==> config.mk <==
export PLATFORM = sky130hd
export DESIGN_NAME = clock_sc_replacer
export DESIGN_NICKNAME = d
export VERILOG_FILES = /design/src/rtl/clk_sc_pkg.sv /design/src/rtl/sc_ref_bits.sv /design/src/rtl/sc_hand.sv /design/src/rtl/sc_scan_fsm.sv /design/src/rtl/clock_sc_replacer.sv
export SDC_FILE = /design/constraint.sdc
export NUM_CORES = 1
export LEC_CHECK = 0
export CAP_MARGIN = 30
export CORE_MARGIN = 2
export CORE_UTILIZATION = 46
export DETAILED_ROUTE_END_ITERATION = 8
export GPL_ROUTABILITY_DRIVEN = 1
export HOLD_SLACK_MARGIN = 0.12
export PLACE_DENSITY_LB_ADDON = 0.15
export SLEW_MARGIN = 5
export SYNTH_ARGS = -nofsm -noshare
export SYNTH_HDL_FRONTEND = slang
export SYNTH_SLANG_ARGS = --single-unit
==> constraint.sdc <==
create_clock -name clk -period 2.07 [get_ports clk]
set_input_delay 0.621 -clock clk [delete_from_list [all_inputs] [get_ports clk]]
set_output_delay 0.621 -clock clk [all_outputs]
set_load 0.02 [all_outputs]
==> src/rtl/clk_sc_pkg.sv <==
// Package: types shared by the second-chance victim selector.
// Assumes nothing beyond a standard SystemVerilog elaborator.
package clk_sc_pkg;

    // Scan controller state.
    typedef enum logic [0:0] {
        SC_IDLE = 1'b0,
        SC_SCAN = 1'b1
    } sc_state_e;

endpackage

==> src/rtl/sc_ref_bits.sv <==
// sc_ref_bits: one referenced flag per frame.
// Sets come from accesses and from victim loading; clears come from the scan.
// Assumes a clear and a load never target the same cycle (scan decides one or the other).
module sc_ref_bits #(
    parameter int NFRAMES = 8,
    localparam int IW = $clog2(NFRAMES)
) (
    input  logic               clk,
    input  logic               rst_n,
    input  logic               set_en,
    input  logic [IW-1:0]      set_idx,
    input  logic               clr_en,
    input  logic [IW-1:0]      clr_idx,
    input  logic               load_en,
    input  logic [IW-1:0]      load_idx,
    output logic [NFRAMES-1:0] bits
);

    genvar gi;
    generate
        for (gi = 0; gi < NFRAMES; gi++) begin : g_flag
            logic hit_set;
            logic hit_clr;
            // Decode which requests address this frame.
            always_comb begin
                hit_set = (set_en && set_idx == IW'(gi)) || (load_en && load_idx == IW'(gi));
                hit_clr = clr_en && clr_idx == IW'(gi);
            end
            // Flag register: clear from the scan wins over a same-cycle access.
            always_ff @(posedge clk) begin
                if (!rst_n)
                    bits[gi] <= 1'b0;
                else if (hit_clr)
                    bits[gi] <= 1'b0;
                else if (hit_set)
                    bits[gi] <= 1'b1;
            end
        end
    endgenerate

    // An access not overridden by a clear leaves its flag set.
    assert_access_sets_R2: assert property (@(posedge clk) disable iff (!rst_n)
        (set_en && !(clr_en && clr_idx == set_idx)) |=> bits[$past(set_idx)]);

    // A scan clear drops the flag.
    assert_scan_clears_R4: assert property (@(posedge clk) disable iff (!rst_n)
        clr_en |=> !bits[$past(clr_idx)]);

    // Without a scan clear, no flag ever falls.
    assert_no_stray_drop_R4: assert property (@(posedge clk) disable iff (!rst_n)
        !clr_en |=> (($past(bits) & ~bits) == '0));

endmodule

==> src/rtl/sc_hand.sv <==
// sc_hand: the circular pointer to the oldest frame.
// Assumes NFRAMES is a power of two so that natural overflow wraps.
module sc_hand #(
    parameter int NFRAMES = 8,
    localparam int IW = $clog2(NFRAMES)
) (
    input  logic          clk,
    input  logic          rst_n,
    input  logic          advance,
    output logic [IW-1:0] hand
);

    // Pointer register: step by one on each inspected frame.
    always_ff @(posedge clk) begin
        if (!rst_n)
            hand <= '0;
        else if (advance)
            hand <= hand + 1'b1;
    end

    // Step from the last frame goes back to frame 0.
    assert_hand_wrap_R9: assert property (@(posedge clk) disable iff (!rst_n)
        (advance && hand == IW'(NFRAMES - 1)) |=> (hand == '0));

    // The hand moves only when told to.
    assert_hand_hold_R4: assert property (@(posedge clk) disable iff (!rst_n)
        !advance |=> $stable(hand));

endmodule

==> src/rtl/sc_scan_fsm.sv <==
// sc_scan_fsm: accepts a victim request, walks one frame per cycle,
// and reports the first unreferenced frame as a one-cycle response.
// Assumes hand_ref already merges the stored flag with a same-cycle access.
module sc_scan_fsm
    import clk_sc_pkg::*;
#(
    parameter int NFRAMES = 8,
    localparam int IW = $clog2(NFRAMES),
    localparam int CW = $clog2(NFRAMES + 2)
) (
    input  logic          clk,
    input  logic          rst_n,
    input  logic          req_valid,
    input  logic [IW-1:0] hand,
    input  logic          hand_ref,
    output logic          busy,
    output logic          inspect,
    output logic          clr_en,
    output logic          load_en,
    output logic          resp_valid,
    output logic [IW-1:0] resp_frame
);

    sc_state_e state;
    logic [CW-1:0] steps;

    // Decode per-cycle actions from the state and the flag under the hand.
    always_comb begin
        busy    = (state == SC_SCAN);
        inspect = busy;
        clr_en  = inspect && hand_ref;
        load_en = inspect && !hand_ref;
    end

    // State register: idle until a request, scan until a victim is found.
    always_ff @(posedge clk) begin
        if (!rst_n)
            state <= SC_IDLE;
        else if (state == SC_IDLE && req_valid)
            state <= SC_SCAN;
        else if (load_en)
            state <= SC_IDLE;
    end

    // Step counter for the scan-length bound.
    always_ff @(posedge clk) begin
        if (!rst_n)
            steps <= '0;
        else if (state == SC_IDLE)
            steps <= '0;
        else
            steps <= steps + 1'b1;
    end

    // Response registers: pulse with the victim index.
    always_ff @(posedge clk) begin
        if (!rst_n) begin
            resp_valid <= 1'b0;
            resp_frame <= '0;
        end else begin
            resp_valid <= load_en;
            if (load_en)
                resp_frame <= hand;
        end
    end

    // A scan only starts after a request.
    assert_scan_needs_req_R3: assert property (@(posedge clk) disable iff (!rst_n)
        $rose(busy) |-> $past(req_valid));

    // The response is a single-cycle pulse, and the block is idle while it shows.
    assert_resp_pulse_R5: assert property (@(posedge clk) disable iff (!rst_n)
        resp_valid |=> !resp_valid);
    assert_resp_idle_R5: assert property (@(posedge clk) disable iff (!rst_n)
        resp_valid |-> !busy);

    // No scan takes more than NFRAMES+1 inspections.
    assert_scan_bound_R7: assert property (@(posedge clk) disable iff (!rst_n)
        busy |-> (steps <= CW'(NFRAMES)));

endmodule

==> src/rtl/clock_sc_replacer.sv <==
// clock_sc_replacer: second-chance victim selector over NFRAMES frames.
// Assumes NFRAMES is a power of two and at most one access per cycle.
module clock_sc_replacer #(
    parameter int NFRAMES = 8,
    localparam int FW = $clog2(NFRAMES)
) (
    input  logic          clk,
    input  logic          rst_n,
    input  logic          acc_valid,
    input  logic [FW-1:0] acc_frame,
    input  logic          req_valid,
    output logic          busy,
    output logic          resp_valid,
    output logic [FW-1:0] resp_frame
);

    logic [NFRAMES-1:0] ref_bits;
    logic [FW-1:0]      hand;
    logic               hand_ref;
    logic               inspect;
    logic               clr_en;
    logic               load_en;

    // Flag under the hand, including an access landing on it this cycle.
    always_comb begin
        hand_ref = ref_bits[hand] || (acc_valid && acc_frame == hand);
    end

    sc_ref_bits #(.NFRAMES(NFRAMES)) u_bits (
        .clk      (clk),
        .rst_n    (rst_n),
        .set_en   (acc_valid),
        .set_idx  (acc_frame),
        .clr_en   (clr_en),
        .clr_idx  (hand),
        .load_en  (load_en),
        .load_idx (hand),
        .bits     (ref_bits)
    );

    sc_hand #(.NFRAMES(NFRAMES)) u_hand (
        .clk     (clk),
        .rst_n   (rst_n),
        .advance (inspect),
        .hand    (hand)
    );

    sc_scan_fsm #(.NFRAMES(NFRAMES)) u_fsm (
        .clk        (clk),
        .rst_n      (rst_n),
        .req_valid  (req_valid),
        .hand       (hand),
        .hand_ref   (hand_ref),
        .busy       (busy),
        .inspect    (inspect),
        .clr_en     (clr_en),
        .load_en    (load_en),
        .resp_valid (resp_valid),
        .resp_frame (resp_frame)
    );

    // The returned victim carries a set flag and the hand sits just past it.
    assert_victim_loaded_R6: assert property (@(posedge clk) disable iff (!rst_n)
        resp_valid |-> (ref_bits[resp_frame] && hand == FW'(resp_frame + 1'b1)));

    // A same-cycle access to the inspected frame prevents its eviction.
    assert_same_cycle_ref_R8: assert property (@(posedge clk) disable iff (!rst_n)
        (inspect && acc_valid && acc_frame == hand) |=> !resp_valid);

endmodule

Yosys cells after proc, flatten, opt, wreduce, memory -nomap -nowiden
Index checks and enable logic that the tools add are counted.

Add/sub/neg operators: 1. Order comparisons: 1. Equal/unequal tests: 15. Mux-type cells: 4. Bitwise logic cells: 2. Reduce and logical (&&, ||, !) cells: 49.

Operators by type and width (number): logical AND 1 bit (28); == test 3 bit (second input constant) (8); OR reduction 2 bit (8); == test 3 x 2 -> 1 bit (second input constant) (4); logical OR 1 bit (9); == test 3 x 1 -> 1 bit (second input constant) (2); zero test 3 bit (2); less-than comparator 3 x 4 -> 1 bit (second input constant) (1); adder 3 x 1 -> 3 bit (second input constant) (1); binary-select mux 1 bit (select 3 bit) (1); == test 3 bit (1); 2-to-1 mux 1 bit (3); inverter 1 bit (2); nonzero test 2 bit (1); zero test 1 bit (1).

Bits in registers: 16. Output and inout bits: 5. Logic and storage cells: 84.

Logic depth before layout (Yosys ltp)
Word-level depth: 7. Gate-level depth with buffers: 6.

Cells and area by module
Synthesis repeated with hierarchy kept, for this count alone.

Cells, all modules: 86. Area, all modules: 934.6 sq um.

By module, submodules not included: sc_ref_bits (instances 1, cells each 41, area an instance 475.5 sq um); sc_scan_fsm (instances 1, cells each 22, area an instance 221.5 sq um); sc_hand (instances 1, cells each 12, area an instance 127.6 sq um); clock_sc_replacer (instances 1, cells each 11, area an instance 110.1 sq um).

Worst setup path before layout
Ideal clock, no wire load.

Path type: input port to flip-flop. Start: input acc_frame[1]. End: register u_fsm.resp_frame[0]. Library setup time: 72 ps. Arrival: 1519 ps. Data required time: 1998 ps. Slack: 480 ps. Stages on the path: 4. Cells stage by stage: xnor2_1 -> and4_4 -> nor4b_4 -> mux2i_1.

Cells in the longest elaborated chain, start to end: 5.

RTL lines: start: declaration (line clock_sc_replacer.sv:10) `input logic [FW-1:0] acc_frame,`; == test 3 bit (line clock_sc_replacer.sv:26) `hand_ref = ref_bits[hand] || (acc_valid && acc_frame == hand);`; logical AND 1 bit (line clock_sc_replacer.sv:26); logical OR 1 bit (line clock_sc_replacer.sv:26); zero test 1 bit (line sc_scan_fsm.sv:32) `load_en = inspect && !hand_ref;`; logical AND 1 bit (line sc_scan_fsm.sv:32); end signal: assignment (line sc_scan_fsm.sv:63) `resp_frame <= hand;`; end: declaration (line sc_scan_fsm.sv:21) `output logic [IW-1:0] resp_frame`.

No other way between the ends. A chain may end at the register's enable or synchronous reset.

Final worst setup path
Start: register u_fsm.state, in the netlist u_fsm.busy. End: output busy.

RTL lines: start: declaration (line sc_scan_fsm.sv:24) `sc_state_e state;`; start signal: assignment (line sc_scan_fsm.sv:38) `state <= SC_IDLE;`; start signal: assignment (line sc_scan_fsm.sv:40) `state <= SC_SCAN;`; start signal: assignment (line sc_scan_fsm.sv:42) `state <= SC_IDLE;`; end: declaration (line clock_sc_replacer.sv:12) `output logic busy,`.

No word-level cell between the ends.

==> results.ini <==
[yosys]
ys_seq_area_frac=0.345
postSynthCellCount=102
synth_seq_cells=16
ys_types=31
synth_ff_type=dfxtp_1
synthArstFlopShare=0
syn_area_sq_um=928
yosysWarnings=0
avgSynthCellArea_sq_um=9.10
synth_nets=115
synth-edff-count=0

[timing]
fin_crit_sh=0.907
setup_viol=0
clock_skew_ps=2.95
hold_viol=0
timing.fmax_mhz=533
setup_tns_ps=0
tightest_slew_ps=448
timing.slew.headroom=0.701
period_needed_ps=1880
rsz0062_at_grt=no
slew_viol_final=0

[worst_setup_path]
path_depth=1
critPathLaunch=u_fsm.busy
start_kind=flop
path_max_fanout=2
crit_chain=clkdlybuf4s50_1
end_kind=output pin
worst_ep_required_time_ps=1450
cpLargestDelayFamily=buffers and inverters
crit_type=reg2out
max_stage_delay_ps=620
reg2reg_depth=5
cp-endpoint=busy
arrival_ps=1260
crit_buf_inv=1
cp_slowest_cell=clkdlybuf4s50_1
timing.rr.end=u_fsm.resp_frame[2]
timing.reg2reg.setup_slack_ps=410
timing.rr.start=u_hand.hand[1]

[cells_and_area]
final_cell_count_no_fill=143
nFillCells=184
drive_gt1_frac=0.155
nNetsFinal=131
insertedDiodeCount=0
final_area_sq_um=1100
multi_input_area_sq_um=559
regArea_sq_um=320
layout_commonest_cell=dfxtp_1
syn2layout_area_growth_pct=18.7
layout_common_cells=16 x dfxtp_1, 12 x nand2_1, 11 x clkdlybuf4s50_1

[place]
numPortBuffers=11
post-dp-hpwl_um=1540
place.gp.congestion=0.825
post_dp_cell_area_sq_um=1080
dp_cells=140

[detailed_routing]
drt_wl_total_um=1960
drcViolationCount=0
vias=747
drt_iter0_markers=4
routedWlPerCell_um=13.7
drt-pass1-iter-count=3
final_antenna_net_count=0
vias_per_cell=5.22

[cts]
insertion_delay_ps=290
postCtsHoldBufs=0
cts_tree=built
cts_root_buf=clkbuf_4
cts_made_buffers=3
htree_levels=1
post_cts_buffers=0
cts_resized=0
cts.sinks=16
clockBufferDepth=2
cts.reportedPaths.clkPinSlew_ps=90

[global_route]
grt_overflow_total=0
grt_util_all_layers=0.179
grt_pass1_vias=737
grt_pass1_wl_um=3250
grt_max_degree=15
antenna_found_initial=0

[floorplan]
start_util=0.478
boundaryPins=12
rows=16
die_w_um=48.9
core_sq_um=1940
die-area_sq_um=2390
dieHeight_um=48.9

[run_status]
outcome=complete, no violations

[power_and_ir_drop]
powerDensity_nw_per_um2=637
vdd_drop_max_uv=338
power.leakage_nw=0.455

[worst_hold_path]
hold_class=reg2reg

[run]
max-cap-violations=0

[routing by layer]
layer,global-route usage,part of all wire,up-vias
li1,-,-,387
met1,0.226,0.46,348
met2,0.290,0.49,9
met3,0.0368,0.026,3
met4,0.0857,0.016,0
met5,0,0,-
[flip-flops by register name, summed over array words and instances, names as in the netlist]
| name | flops |
|---|---|
| u_fsm.busy | 1 |
| u_hand.hand | 3 |
| u_fsm.resp_frame | 3 |
| u_bits.bits | 8 |
| u_fsm.resp_valid | 1 |
[synth_stat cells, types with 3 or more instances]
library cell | count | area, sq um
nand2b_1 | 3 | 18.8
a21o_1 | 3 | 22.5
a31oi_1 | 3 | 18.8
nand2_1 | 12 | 45.0
nand3_1 | 3 | 15.0
xnor2_1 | 3 | 26.3
nor2_1 | 4 | 15.0
mux2i_1 | 8 | 80.1
ha_1 | 6 | 75.1
o221a_2 | 3 | 33.8
o211a_1 | 3 | 30.0
o21ai_0 | 8 | 40.0
inv_1 | 3 | 11.3
dfxtp_1 | 16 | 320
[final cells by class]
cell class              instances  share of cell area
inverters                       3              0.0102
well taps                      27              0.0306
flip-flops and latches         16               0.291
clock buffers                   3              0.0204
repair buffers                 17               0.141
multi-input cells              77               0.507
[cells by family (layout without fill, tap and decap cells)]
| logic type | count (synthesis) | after routing | share of synthesized area |
|---|---|---|---|
| DFF | 16 | 16 | 0.345 |
| buffers and inverters | 9 | 23 | 0.0526 |
| AOI/OAI and AO/OA | 25 | 25 | 0.189 |
| xor gates and xnor gates | 4 | 4 | 0.0377 |
| muxes | 8 | 8 | 0.0863 |
| and+or+nand+nor | 34 | 34 | 0.209 |
| adders and majority gates | 6 | 6 | 0.0809 |
[where the power goes]
group	switching, W	internal (W)	total, W	leakage [nW]
Clock	0.0000975	0.0000677	0.000165	0.0138
Combinational	0.0000872	0.0000933	0.000180	0.311
Sequential	0.0000269	0.000329	0.000356	0.131
Total	0.000211	0.000490	0.000702	0.455
[worst min-delay path by stage]
stage                             start             endpoint  slack, ps  cells past startpoint
finish              u_fsm.resp_frame[1]  u_fsm.resp_frame[1]        460                      2
global route        u_fsm.resp_frame[1]  u_fsm.resp_frame[1]        490                      2
CTS                 u_fsm.resp_frame[2]  u_fsm.resp_frame[2]        470                      2
detailed placement  u_fsm.resp_frame[1]  u_fsm.resp_frame[1]        450                      2
global placement    u_fsm.resp_frame[2]  u_fsm.resp_frame[2]        440                      2
floorplan                u_bits.bits[4]       u_bits.bits[4]        500                      1
[metrics by stage]
stage          worst slack (ps)  total power [W]  hold slack, ps  utilization
2_1_floorplan               480         0.000486             496            -
3_3_place_gp              -34.9         0.000539             443        0.556
3_5_place_dp              -63.3         0.000544             448        0.556
4_1_cts                     180         0.000709             467        0.568
5_1_grt                     153         0.000741             493        0.568
6_report                    193         0.000702             465        0.568
(Power assumes the default switching activity.)
